<file path="src/rtl/ea_pkg.sv">
package ea_pkg;

    typedef enum logic [1:0] {
        SCL_X1 = 2'd0,
        SCL_X2 = 2'd1,
        SCL_X4 = 2'd2,
        SCL_X8 = 2'd3
    } scale_e;

    typedef enum logic [1:0] {
        DSZ_B1   = 2'd0,
        DSZ_B2   = 2'd1,
        DSZ_B4   = 2'd2,
        DSZ_RSVD = 2'd3
    } dsize_e;

    typedef struct packed {
        logic bad_index;
        logic bad_dsize;
    } fault_t;

    function automatic logic dsize_ok(dsize_e sz);
        return sz != DSZ_RSVD;
    endfunction

endpackage

</file>
<file path="src/rtl/ea_disp_ext.sv">
module ea_disp_ext
    import ea_pkg::*;
#(
    parameter int unsigned DISP_W = 32,
    parameter int unsigned ADDR_W = 64
) (
    input  logic [DISP_W-1:0] disp,
    input  dsize_e            size,
    output logic [ADDR_W-1:0] ext
);
    localparam int unsigned W1 = 8;
    localparam int unsigned W2 = 16;
    localparam int unsigned W4 = 32;

    always_comb begin
        unique case (size)
            DSZ_B1:  ext = {{(ADDR_W-W1){disp[W1-1]}}, disp[W1-1:0]};
            DSZ_B2:  ext = {{(ADDR_W-W2){disp[W2-1]}}, disp[W2-1:0]};
            DSZ_B4:  ext = {{(ADDR_W-W4){disp[W4-1]}}, disp[W4-1:0]};
            default: ext = '0;
        endcase
    end
endmodule

</file>
<file path="src/rtl/ea_scaler.sv">
module ea_scaler
    import ea_pkg::*;
#(
    parameter int unsigned ADDR_W = 64
) (
    input  logic [ADDR_W-1:0] value,
    input  logic              enable,
    input  scale_e            scale,
    output logic [ADDR_W-1:0] term
);
    localparam int unsigned N_SCALE = 4;

    logic [ADDR_W-1:0] shifted [N_SCALE];

    for (genvar k = 0; k < N_SCALE; k++) begin : g_shift
        assign shifted[k] = value << k;
    end

    assign term = enable ? shifted[2'(scale)] : '0;
endmodule

</file>
<file path="src/rtl/ea_legal_chk.sv">
module ea_legal_chk
    import ea_pkg::*;
#(
    parameter int unsigned RSEL_W = 4,
    parameter int unsigned SP_SEL = 4
) (
    input  logic              index_en,
    input  logic [RSEL_W-1:0] index_sel,
    input  dsize_e            size,
    output fault_t            fault
);
    always_comb begin
        fault.bad_index = index_en && (index_sel == RSEL_W'(SP_SEL));
        fault.bad_dsize = !dsize_ok(size);
    end
endmodule

</file>
<file path="src/rtl/ea_calc_unit.sv">
module ea_calc_unit
    import ea_pkg::*;
#(
    parameter int unsigned ADDR_W  = 64,
    parameter int unsigned DISP_W  = 32,
    parameter int unsigned REG_CNT = 16,
    parameter int unsigned SP_SEL  = 4,
    localparam int unsigned RSEL_W = $clog2(REG_CNT)
) (
    input  logic              clk,
    input  logic              rst,
    input  logic              in_valid,
    input  logic              base_en,
    input  logic [RSEL_W-1:0] base_sel,
    input  logic              index_en,
    input  logic [RSEL_W-1:0] index_sel,
    input  logic [1:0]        scale_code,
    input  logic [1:0]        disp_size,
    input  logic [DISP_W-1:0] disp,
    output logic [RSEL_W-1:0] base_rsel,
    output logic [RSEL_W-1:0] index_rsel,
    input  logic [ADDR_W-1:0] base_rdata,
    input  logic [ADDR_W-1:0] index_rdata,
    output logic              out_valid,
    output logic [ADDR_W-1:0] out_addr,
    output logic              out_illegal
);
    logic [ADDR_W-1:0] base_term;
    logic [ADDR_W-1:0] index_term;
    logic [ADDR_W-1:0] disp_term;
    logic [ADDR_W-1:0] sum;
    fault_t            fault;
    logic              reject;

    assign base_rsel  = base_sel;
    assign index_rsel = index_sel;
    assign base_term  = base_en ? base_rdata : '0;

    ea_scaler #(.ADDR_W(ADDR_W)) u_scaler (
        .value  (index_rdata),
        .enable (index_en),
        .scale  (scale_e'(scale_code)),
        .term   (index_term)
    );

    ea_disp_ext #(.DISP_W(DISP_W), .ADDR_W(ADDR_W)) u_disp (
        .disp (disp),
        .size (dsize_e'(disp_size)),
        .ext  (disp_term)
    );

    ea_legal_chk #(.RSEL_W(RSEL_W), .SP_SEL(SP_SEL)) u_legal (
        .index_en  (index_en),
        .index_sel (index_sel),
        .size      (dsize_e'(disp_size)),
        .fault     (fault)
    );

    assign sum    = base_term + index_term + disp_term;
    assign reject = |fault;

    always_ff @(posedge clk) begin
        if (rst) begin
            out_valid   <= 1'b0;
            out_addr    <= '0;
            out_illegal <= 1'b0;
        end else begin
            out_valid <= in_valid;
            if (in_valid) begin
                out_illegal <= reject;
                out_addr    <= reject ? '0 : sum;
            end
        end
    end
endmodule

</file>
<file path="config.mk">
export PLATFORM = sky130hd
export DESIGN_NAME = ea_calc_unit
export DESIGN_NICKNAME = d
export VERILOG_FILES = /design/src/rtl/ea_pkg.sv /design/src/rtl/ea_disp_ext.sv /design/src/rtl/ea_scaler.sv /design/src/rtl/ea_legal_chk.sv /design/src/rtl/ea_calc_unit.sv
export SDC_FILE = /design/constraint.sdc
export NUM_CORES = 1
export LEC_CHECK = 0
export BUFFER_PORTS_ARGS = -buffer_cell sky130_fd_sc_hd__buf_2
export CAP_MARGIN = 20
export CELL_PAD_IN_SITES_DETAIL_PLACEMENT = 1
export CELL_PAD_IN_SITES_GLOBAL_PLACEMENT = 2
export CORE_MARGIN = 2
export CORE_UTILIZATION = 34
export DETAILED_ROUTE_END_ITERATION = 10
export PLACE_DENSITY = 0.85
export SLEW_MARGIN = 25
export SYNTH_ARGS = -nofsm -noshare
export SYNTH_HDL_FRONTEND = slang
export SYNTH_HIERARCHICAL = 1
export SYNTH_SLANG_ARGS = --single-unit
export TNS_END_PERCENT = 100
</file>
<file path="constraint.sdc">
create_clock -name clk -period 8.5 [get_ports clk]
set_clock_uncertainty 0.05 [all_clocks]
set_input_delay 0.85 -clock clk [delete_from_list [all_inputs] [get_ports clk]]
set_output_delay 0.85 -clock clk [all_outputs]
set_load 0.1 [all_outputs]
</file>
==> metrics list, run 1 <==
- Outcome: completed
* Initial core utilization: 0.347
- Yosys instantiated no cell more often than sky130_fd_sc_hd__a21oi_1.
* Total power density per cell area: slightly above 200 mW/mm^2
* Layout net count: between 1.5k and 2k
* Mapped Nets: 1,485
* Post-Syn Instances: between 1k and 1.5k
- In this run the worst path has a maximum fanout of just over 40.
- The share of the Yosys chip area taken by registers is 0.137.
* Final Cycle Share: 0.666
* Post-layout instance area: 0.0110 mm^2
- IR analysis of the VDD net gives a maximum drop of about 85 uV.
- In this run the standard cell core region covers 0.0279 mm^2.
* Type of the worst setup path: input port to flip-flop
- Internal power comes to 1.05 mW.
* Rows: between 60 and 70
- Setup repair after global routing left no endpoint under its margin.
- Worst Hold Class: flip-flop to flip-flop
- Max Transition Viols Final: 0
- Static timing analysis puts the maximum clock frequency at 0.177 GHz.
- Global router's overall resource usage: 0.229
- Counting flops with a built-in enable in the synthesized netlist gives 0.
- The first routing iteration left approximately 400 violations.
- Post-layout power: between 2 and 2.5 mW
- Switch share: 0.527
- Area of the mapped netlist: 0.00967 mm^2
- Buffers placed on the I/O ports in this run total 242.
- Final WL: about 34,000 um
* Worst Path Required: 8.72 ns
- # fillers: 3,479
* Vias after detailed routing: 9,336
- In the final layout, the share of cells above drive strength 1 is 0.216.
* Worst setup timing slack at the placement stage: 2.51 ns
* Hold WS: 0.401 ns
- The placed instances occupy a cell area of 0.0107 mm^2.
- TritonCTS built the clock tree.
- Of the total power, the clock network draws 0.196.
- The count of endpoints failing hold in the final timing report was 0.
- Measured along the y axis, the die boundary spans 173 um.
- Non-filler instance count after layout: 1,701
- At the pin with the least slew margin, the transition time is a little over 0.8 ns.
- Wire length of the first global-routing pass: 55,200 um
* GR met3 Demand/Resource: 0.0446
- Busiest layer in global routing: met2
- Global routing finished with a remaining overflow of 0.
- Number of clock sinks seen by CTS: 66
- The die is 173 um wide.
- Number of library cell types mapped by synthesis: 68
* Number of antenna violations at the first check in global routing: 3
- Count of pins on the block boundary: 251
- The routed design could run at a clock period as short as 5.66 ns.
* Number of placed cells counting well taps: 1,684
- Most frequent cells after synthesis: 92 x sky130_fd_sc_hd__a21oi_1, 91 x sky130_fd_sc_hd__mux2i_1, 83 x sky130_fd_sc_hd__nand2_1
- After detailed routing, the average wire length per cell comes to around 20 um.
- For this run, global-route usage on met1 was measured as 0.309.
- Critical Path Start Type: input port
* Insertion delay of the later-clocked pin in the worst-skew pair: 0.35 ns
* Core Util, Final: 0.394
- The synthesized design spends more area on one cell type than any other, namely sky130_fd_sc_hd__dfxtp_1.
- Number of setup buffers added after CTS: 0
* Endpoint arrival time on the critical path: 5.88 ns
* Detailed-route DRC error count: 0
- Among all flip-flop cells after synthesis, the most frequent one is sky130_fd_sc_hd__dfxtp_1.
- Relative to the synthesized area, the layout overhead comes to 13.6%.
- The share of synthesized area in the top cell type comes to 0.137.
- Counting the buffers created by CTS gives 9.
- The analysis attributes to net switching a power of roughly 1.2 mW.
* Mean area per synthesized cell: 8.18 um^2
- Total Die Area: 0.0298 mm^2
- The first detailed-routing pass took 4 iterations.
- In the routed layout, each cell is associated on average with a via count of 5.49.
- For met2 alone, demand over resource in global routing was 0.378.
- Summed over all failing endpoints, the final setup total negative slack is 0 ns.
- The analysis attributes to cell leakage a power of 5.19 nW.
- Counting flops and latches in the post-synthesis netlist gives 66.
- The share of total power dissipated in combinational logic is 0.631.
* Top cells by area in the synthesized netlist: sky130_fd_sc_hd__dfxtp_1 14%, sky130_fd_sc_hd__fa_1 13%, sky130_fd_sc_hd__mux2i_1 9.4%
* Sequential group share of total power: 0.173
- Post-route setup slack: 2.84 ns
- Kind of end point of the critical path: flip-flop
- # hold bufs at CTS: 0
- FFs w/ async S/R, synth: 0
* Master cell of the clock root buffer: sky130_fd_sc_hd__clkbuf_16
- Max Cap Violations: 0
* Ys Warns: 6
- In this run the tightest slew margin relative to its limit is 0.461.
- Total setup violations reported at the end of the flow: 0
- Post-CTS sizing: 0
- The wire-length estimate of the detail-placed layout is 27,300 um.
- Largest net degree at the start of global routing: 67
* Vias in the first global route: about 10k
* Remaining antenna violation count after routing: 0
- No sink is reached through more buffers than the 2 on the longest clock path.
- Clock-pin slew of the registers on the worst-case setup and hold paths: 0.07 ns
- At the end of routability-driven placement, the weighted congestion stood at 0.894.
* Maximum level of the CTS H-tree: 3
power by group through the flow:
| stage | registers, mW | logic (mW) | clock network [mW] |
|---|---|---|---|
| 4_1_cts | 0.385 | 1.41 | 0.448 |
| 5_1_grt | 0.391 | 1.52 | 0.461 |
| 3_3_place_gp | 0.391 | 1.38 | 0 |
| 3_5_place_dp | 0.391 | 1.40 | 0 |
| 6_report | 0.384 | 1.40 | 0.435 |
| 2_1_floorplan | 0.725 | 0.768 | 0 |
metal layers:
layer	wire [um]	part of all wire
met2	15700	0.46
met4	596	0.017
met1	15800	0.46
met5	13	0.00038
met3	2020	0.059
critical path, cell delays in order:
cell and delay, ns:
sky130_fd_sc_hd__buf_2 0.15, sky130_fd_sc_hd__nand2b_2 0.43, sky130_fd_sc_hd__buf_4 0.49, sky130_fd_sc_hd__o22ai_1 0.20, sky130_fd_sc_hd__fa_1 0.51, sky130_fd_sc_hd__ha_1 0.37, sky130_fd_sc_hd__o21a_1 0.22, sky130_fd_sc_hd__a211oi_1 0.44
sky130_fd_sc_hd__nor3_1 0.12, sky130_fd_sc_hd__o21ai_0 0.42, sky130_fd_sc_hd__a21oi_1 0.16, sky130_fd_sc_hd__o21ai_0 0.44, sky130_fd_sc_hd__a21oi_1 0.24, sky130_fd_sc_hd__a31oi_1 0.33, sky130_fd_sc_hd__o21ai_0 0.17, sky130_fd_sc_hd__xnor2_1 0.14
sky130_fd_sc_hd__o21ai_0 0.14
cell families after synthesis:
kind of cell               Yosys count  synth area share
buffers and inverters              141            0.0870
DFF                                 66             0.137
and+or+nand+nor                    344             0.187
muxes                               91            0.0942
adders and majority gates          126             0.213
xor gates and xnor gates            58            0.0526
AOI/OAI and AO/OA                  356             0.230
path summary, 6_finish.rpt:
| path | slack [ns] | startpoint | to | cells after the start |
|---|---|---|---|---|
| worst max register to register | 7.67 | out_addr[16]$_SDFFE_PP0P_ | out_addr[16]$_SDFFE_PP0P_ | 3 |
| worst max-delay path | 2.84 | scale_code[1] | out_addr[56]$_SDFFE_PP0P_ | 17 |
| worst min register to register | 0.40 | out_addr[43]$_SDFFE_PP0P_ | out_addr[43]$_SDFFE_PP0P_ | 2 |
| worst min-delay path | 0.40 | out_addr[43]$_SDFFE_PP0P_ | out_addr[43]$_SDFFE_PP0P_ | 2 |
cell usage in the layout, fill, tap and decap left out, types with 10 or more instances in the layout:
master / Yosys / layout
sky130_fd_sc_hd__nor2_1: 63 / 62
sky130_fd_sc_hd__fa_1: 64 / 64
sky130_fd_sc_hd__dfxtp_1: 66 / 66
sky130_fd_sc_hd__nand3_1: 10 / 10
sky130_fd_sc_hd__mux2i_1: 91 / 91
sky130_fd_sc_hd__nor3_1: 12 / 11
sky130_fd_sc_hd__nor2b_1: 36 / 36
sky130_fd_sc_hd__buf_2: 11 / 241
sky130_fd_sc_hd__inv_1: 13 / 13
sky130_fd_sc_hd__o21ai_0: 67 / 66
sky130_fd_sc_hd__nand4_1: 26 / 26
sky130_fd_sc_hd__ha_1: 62 / 62
sky130_fd_sc_hd__a21oi_1: 92 / 92
sky130_fd_sc_hd__and2_1: 75 / 75
sky130_fd_sc_hd__xnor2_1: 32 / 32
sky130_fd_sc_hd__o21bai_1: 12 / 12
sky130_fd_sc_hd__xor2_1: 26 / 26
sky130_fd_sc_hd__a21o_1: 34 / 34
sky130_fd_sc_hd__nand2_1: 83 / 82
sky130_fd_sc_hd__o21ai_1: 18 / 18
sky130_fd_sc_hd__o22ai_1: 63 / 63
flip-flops by register name (all words and copies together) (netlist names):
| signal | flops |
|---|---|
| out_illegal | 1 |
| out_valid | 1 |
| out_addr | 64 |
layout make-up:
cell class,count,area [um^2],share of cell area
tap,378,473,0.0431
sequential,66,1320,0.120
antenna,1,2.50,0.000228
timing repair buffer,251,1280,0.117
clock buffer,11,243,0.0221
clock inverter,5,77.6,0.00706
multi-input combinational,975,7530,0.685
inverter,14,52.6,0.00479
Power figures use the tool's default switching activity.
==> run 2: changes to the inputs <==
--- a/config.mk
+++ b/config.mk
@@ -10,9 +10,9 @@
 export CELL_PAD_IN_SITES_DETAIL_PLACEMENT = 1
 export CELL_PAD_IN_SITES_GLOBAL_PLACEMENT = 2
 export CORE_MARGIN = 2
-export CORE_UTILIZATION = 34
+export CORE_UTILIZATION = 32
 export DETAILED_ROUTE_END_ITERATION = 10
-export PLACE_DENSITY = 0.85
+export PLACE_DENSITY = 0.81
 export SLEW_MARGIN = 25
 export SYNTH_ARGS = -nofsm -noshare
 export SYNTH_HDL_FRONTEND = slang
==> constraint.sdc (replaced) <==
create_clock -name clk -period 5.35 [get_ports clk]
set_clock_uncertainty 0.05 [all_clocks]
set_input_delay 0.535 -clock clk [delete_from_list [all_inputs] [get_ports clk]]
set_output_delay 0.535 -clock clk [all_outputs]
set_load 0.1 [all_outputs]
==> run 2 against run 1 <==
Effect of this change: non-clock buffer count is 22 higher; die area grew 6.1%; utilization shrank 1.7 points; sequential power grew 58%; clock-buffer cell count grew 1; first-iteration DRC count fell by 19%; final cell count grew 2.1%; routed wire length is 0.76% higher; global-route usage down 0.83 points; via count decreased by 0.37%; worst setup slack worse by 2.4 ns; critical path depth is the same; highest routed layer unchanged.
==> metrics list, run 2 (synthesis results as in run 1) <==
- The run finished with clean final reports.
* Vias in the first global route: 10.1k
- Largest net degree at the start of global routing: 37
* Commonest cells after routing, fill and taps aside: 241 x sky130_fd_sc_hd__buf_2, 92 x sky130_fd_sc_hd__a21oi_1, 91 x sky130_fd_sc_hd__mux2i_1
* Fraction of final layout cells with drive strength greater than 1: 0.229
- Max Transition Viols Final: 0
- The library cell used most frequently in the layout, excluding fill and tap cells, is sky130_fd_sc_hd__buf_2.
- For the pin with the worst max-slew slack, the measured transition is between 0.6 and 0.7 ns.
- Dividing the final minimum period by the clock period gives 0.919.
- Of the total power, the share spent switching nets is 0.513.
* Leak Pwr: 5.31 nW
* Total power density per cell area: around 320 mW/mm^2
* Largest fanout on the critical path: 25
- The first global-routing pass estimated around 54,000 um of wire.
* Library cell appearing most often on the critical path: sky130_fd_sc_hd__o21ai_0
- Post-CTS repair changed the size of 0 cells.
* Worst ir drop on vdd: between 100 and 150 uV
- Vias after detailed routing: 9,301
- At the end of routability-driven placement, the weighted congestion stood at 0.913.
- The signal on the critical path passes through buf_4, mux2i_1, o22ai_1, fa_1, ha_1, o21a_1, a211oi_1, buf_4, nor3_1, o21ai_0, a21oi_1, o21ai_0, a21oi_1, a31oi_1, o21ai_0, xnor2_1, o21ai_0.
- Final count of hold timing violations: 0
- From left edge to right edge, the die measures 178 um.
- Initial drt markers: 323
- The net count of the finished layout is 1,642.
- Summed over all nets, the half-perimeter wirelength after detailed placement is ~28,000 um.
- Layout-stage area growth over the synthesis result: 16.1%
- The H-tree generated during clock tree synthesis spans 3 levels.
- Setup repair after global routing left no endpoint under its margin.
- Area after detailed placement: 0.0109 mm^2
- Final WL: 34,400 um
* Number of clock sinks seen by CTS: 66
* Number of placed cells counting well taps: 1,718
* Crit path max-delay family: compound AO/OA/AOI/OAI gates
- Total Neg Setup Slack: 0 ns
- Kind of end point of the critical path: flip-flop
* CTS Buffer Depth: 2
- Number of antenna violations at the first check in global routing: 4
* # hold bufs at CTS: 0
* Number of setup buffers added after CTS: 0
- Post-detailed-route via-to-cell ratio: 5.35
- More flip-flops sit in one register than any other, and that register is out_addr.
- Type of the worst setup path: input port to flip-flop
* Max-Slew Margin vs Limit: 0.593
- Comb pwr share: 0.625
- Non-filler instance count after layout: 1,737
- The critical path contains buffers and inverters numbering 2 combined.
* Sum of overflow across all layers after global routing: 0
* Insertion delay of the later-clocked pin in the worst-skew pair: 0.36 ns
* Largest register FFs: 64
* Critical Path Start Type: input port
- Setup violations remaining at the end of the flow were counted as 0.
* Area of the placeable core: 0.0297 mm^2
- Hold WS: 0.393 ns
- Count of pins on the block boundary: 251
* # port buffers: 242
- In this run the worst hold path is classified as flip-flop to flip-flop.
- Max-cap violations in this run came to 0.
* Post-layout power: 3.61 mW
- Initial core utilization: 0.325
- Biggest registers after layout: out_addr (64), out_illegal (1), out_valid (1)
- Master cell of the clock root buffer: sky130_fd_sc_hd__clkbuf_16
* Period minus WS final: 4.92 ns
* Sequential group share of total power: 0.168
* Remaining antenna violation count after routing: 0
- Number of CTS-inserted buffers: 9
* Internal Pwr Total: ~1.8 mW
- Largest stage delay on the critical path: 0.50 ns
- Rows: 63
- Slowest-stage cell, CP: sky130_fd_sc_hd__fa_1
- Clock-pin slew of the registers on the worst-case setup and hold paths: 0.07 ns
* Pre-Repair DR Iteration Count: 4
- Final routed wire length divided by cell count: roughly 20 um
* Post-layout instance area: 0.0112 mm^2
* Detailed-route DRC error count: 0
- Psw: ~1.9 mW
- Endpoint arrival time on the critical path: 5.11 ns
* Fmax: 0.203 GHz
* Total Die Area: 0.0316 mm^2
- Worst Path Required: 5.54 ns
* Die Y: 178 um
* CTS tree: yes
- In the global route stage, overall resource usage came out at 0.220.
- Of the total power, the clock network draws 0.207.
## run 2: worst min-delay path: cells and delay by family, from the launching register on
kind,cells,cell delay [ns]
flip-flops,1,0.30
AND/OR/NAND/NOR,1,0.05
AO/OA/AOI/OAI,1,0.05
## run 2: layer usage
| layer | up-vias | track usage | share of wire |
|---|---|---|---|
| met5 | - | 0 | 0.00038 |
| met4 | 2 | 0.0536 | 0.016 |
| met3 | 36 | 0.0396 | 0.056 |
| met2 | 233 | 0.366 | 0.46 |
| met1 | 4512 | 0.295 | 0.47 |
| li1 | 4518 | - | - |
## run 2: path summary, 6_finish.rpt
kind,slack (ns),start,end,cells past startpoint
setup / recovery,0.43,scale_code[0],out_addr[56]$_SDFFE_PP0P_,17
hold / removal,0.39,out_addr[43]$_SDFFE_PP0P_,out_addr[43]$_SDFFE_PP0P_,2
setup reg to reg,4.46,out_addr[59]$_SDFFE_PP0P_,out_addr[59]$_SDFFE_PP0P_,2
hold reg to reg,0.39,out_addr[43]$_SDFFE_PP0P_,out_addr[43]$_SDFFE_PP0P_,2
## run 2: cell type report
class	count	area [um^2]
flip-flops and latches	66	1320
repair buffers	273	1470
multi-input cells	975	7530
clock buffers	12	256
inverters	14	52.6
diodes	3	7.51
well taps	390	488
clock inverters	4	97.6
fillers	3608	18500
## run 2: power groups by stage
| stage | Sequential [mW] | Clock [mW] | Combinational, mW |
|---|---|---|---|
| CTS | 0.608 | 0.765 | 2.27 |
| detailed placement | 0.618 | 0 | 2.26 |
| floorplan | 1.15 | 0 | 1.22 |
| global placement | 0.619 | 0 | 2.23 |
| finish | 0.607 | 0.745 | 2.25 |
| global route | 0.617 | 0.778 | 2.46 |
## run 2: per-stage QoR
stage,utilization,setup slack (ns)
after floorplan,-,0.392
after global placement,0.365,0.208
after detailed placement,0.365,0.146
after CTS,0.377,0.497
after global routing,0.377,0.141
final,0.378,0.432
==> run 3: changes to the inputs <==
--- a/config.mk
+++ b/config.mk
@@ -11,6 +11,7 @@
 export CELL_PAD_IN_SITES_GLOBAL_PLACEMENT = 2
 export CORE_MARGIN = 2
 export CORE_UTILIZATION = 32
+export CTS_BUF_LIST = sky130_fd_sc_hd__clkbuf_4
 export DETAILED_ROUTE_END_ITERATION = 10
 export PLACE_DENSITY = 0.81
 export SLEW_MARGIN = 25
==> run 3 against run 2 <==
Effect of this change: power decreased by 7.5%; non-clock buffer count unchanged; hold slack improved by 0.017 ns; final cell count about the same; global-route usage about the same; final area decreased by 1.5%; worst setup slack improved by 0.14 ns.
==> metrics list, run 3 (synthesis results as in run 1) <==
- In the final layout, the registers with the most flip-flops are out_addr (64), out_illegal (1), out_valid (1).
- Worst Path Required: ~5.7 ns
- Measured along the x axis, the die boundary spans around 180 um.
- From synthesis to final layout, the design area changed by 14.3%.
* Top metal layer carrying routed signals: met5
* Max-Slew Margin vs Limit: 0.586
- CTS tree: yes
* Vias after detailed routing: 9,352
* Sequential group share of total power: 0.182
- Number of placed cells counting well taps: 1,718
* Outcome: completed
- STA classifies the critical path endpoint as a flip-flop.
* Largest stage delay on the critical path: around 0.50 ns
- Fraction of final layout cells with drive strength greater than 1: 0.228
- Comb pwr share: 0.676
- Largest net degree at the start of global routing: 37
- The clock period could shrink to 4.78 ns.
* Post-CTS sizing: 0
- In the routed design, unresolved DRC markers number 0.
- Counting flops per register, the top entry is out_addr.
* Max Transition Viols Final: 0
- The count of endpoints failing hold in the final timing report came to 0.
- Most common library cell in the layout ignoring fill and taps: sky130_fd_sc_hd__buf_2
* Non-filler instance count after layout: about 1.7k
- Insertion delay of the later-clocked pin in the worst-skew pair: 0.50 ns
- CP bufs+invs: 2
* Clock-pin slew of the registers on the worst-case setup and hold paths: 0.11 ns
- Summed over all failing endpoints, the final setup total negative slack is 0 ns.
* Setup repair after global routing missed its margin: false
- The library cells used most frequently in the layout, excluding fill and tap cells, are 241 x sky130_fd_sc_hd__buf_2, 92 x sky130_fd_sc_hd__a21oi_1, 91 x sky130_fd_sc_hd__mux2i_1.
- Derived from the worst setup path, the maximum achievable clock frequency is 0.209 GHz.
- Post-detailed-route via-to-cell ratio: about 5.4
- At the end of routability-driven placement, the weighted congestion stood at 0.913.
- Die Y: between 150 and 200 um
* Wire length on met2: 15,900 um
- Layout net count: 1,642
- # port buffers: between 200 and 250
- Final routed wire length divided by cell count: 19.8 um
* Area of the placeable core: 0.0297 mm^2
* Internal Pwr Total: 1.51 mW
- The worst setup path is launched from an input port.
- Counting the buffers created by CTS gives 9.
* Cell-by-cell trace of the critical path: buf_4, mux2i_1, o22ai_1, fa_1, ha_1, clkinv_1, or3_4, nor3_1, o21ai_0, a21oi_1, o21ai_0, a21oi_1, nor2_1, o41ai_1, xnor2_1, o21ai_0
* Final WL: 34,500 um
* Global router's overall resource usage: 0.221
- Once layout is complete, the utilization of the core stands at 0.372.
* Pre-Repair DR Iteration Count: 5
* Wire length of the first global-routing pass: 54,600 um
- Psw: 1.82 mW
- Number of clock sinks seen by CTS: 66
* Sum of overflow across all layers after global routing: 0
* Number of setup buffers added after CTS: 0
- Total setup violations reported at the end of the flow: 0
- Slowest-stage cell, CP: sky130_fd_sc_hd__fa_1
- Switch share: 0.547
* # hold bufs at CTS: 0
- Of the total power, the clock network draws 0.142.
* Type of the worst setup path: input port to flip-flop
* Total Die Area: roughly 0.032 mm^2
* Initial drt markers: 346
- The min-delay analysis places its worst path in the category flip-flop to flip-flop.
* Transition time at the pin with the least slew margin: 0.621 ns
- Final Cycle Share: 0.894
* Largest fanout on the critical path: 25
* Crit path max-delay family: compound AO/OA/AOI/OAI gates
- Count of pins on the block boundary: between 200 and 300
- Row generation in the floorplan step produced 63 rows.
- Leak Pwr: 5.24 nW
- DR WL met3: 1800 um
- Max-cap violations in this run came to 0.
* Vias in the first global route: 10.1k
* Worst ir drop on vdd: 128 uV
- After layout, the design draws a total of 3.34 mW.
- CTS Buffer Depth: 2
- Remaining antenna violation count after routing: 0
- Master cell of the clock root buffer: sky130_fd_sc_hd__clkbuf_4
- DPL Wire Length: roughly 28,000 um
- Maximum level of the CTS H-tree: 3
- The register with the most flip-flops in the layout has 64 of them.
- Library cell appearing most often on the critical path: sky130_fd_sc_hd__o21ai_0
- After detailed routing, the wire length on met1 is 16,200 um.
* Total power density per cell area: between 300 and 400 mW/mm^2
- Number of antenna violations at the first check in global routing: 5
- Endpoint arrival time on the critical path: 5.09 ns
* Initial core utilization: 0.325
==> run 3: cell count changes in the layout (fill, tap and decap cells not counted), sizes merged <==
cell    delta
clkbuf     -2
clkinv     +2
diode      +1
==> run 3: layer usage <==
layer,track usage,up-vias
li1,-,4510
met1,0.295,4566
met3,0.0345,34
met5,0,-
met2,0.370,240
met4,0.0540,2
==> run 3: layout make-up <==
cell class,instances,area (um^2)
Clock inverter,6,105
Tap cell,390,488
Antenna cell,4,10.0
Multi-Input combinational cell,975,7530
Sequential cell,66,1320
Clock buffer,10,75.1
Fill cell,3631,18700
Inverter,14,52.6
Timing Repair Buffer,273,1470
==> run 3: path summary, 6_finish.rpt <==
| kind | from | end | slack (ns) | cells past startpoint |
|---|---|---|---|---|
| worst max register to register | out_addr[59]$_SDFFE_PP0P_ | out_addr[59]$_SDFFE_PP0P_ | 4.45 | 2 |
| worst max-delay path | scale_code[0] | out_addr[60]$_SDFFE_PP0P_ | 0.57 | 16 |
| worst min register to register | out_addr[41]$_SDFFE_PP0P_ | out_addr[41]$_SDFFE_PP0P_ | 0.41 | 2 |
| worst min-delay path | out_addr[41]$_SDFFE_PP0P_ | out_addr[41]$_SDFFE_PP0P_ | 0.41 | 2 |
==> run 3: worst register-to-register path, stage by stage, from the launching register on <==
cell,delay [ns]
sky130_fd_sc_hd__dfxtp_1,0.35
sky130_fd_sc_hd__a22oi_1,0.18
sky130_fd_sc_hd__o311ai_0,0.19
==> run 3: power by group through the flow <==
stage,Combinational (mW),Sequential [mW],Clock [mW]
floorplan,1.22,1.15,0
global placement,2.23,0.619,0
detailed placement,2.26,0.618,0
CTS,2.27,0.608,0.488
global route,2.46,0.616,0.502
finish,2.26,0.606,0.474
==> run 3: through the flow <==
| step | worst slack [ns] | hold slack, ns | cell area, um^2 |
|---|---|---|---|
| after global placement | 0.208 | 0.385 | 10900 |
| final | 0.567 | 0.411 | 11100 |
| after floorplan | 0.392 | 0.823 | 9670 |
| after detailed placement | 0.146 | 0.390 | 10900 |
| after global routing | 0.291 | 0.458 | 11000 |
| after CTS | 0.652 | 0.419 | 11000 |
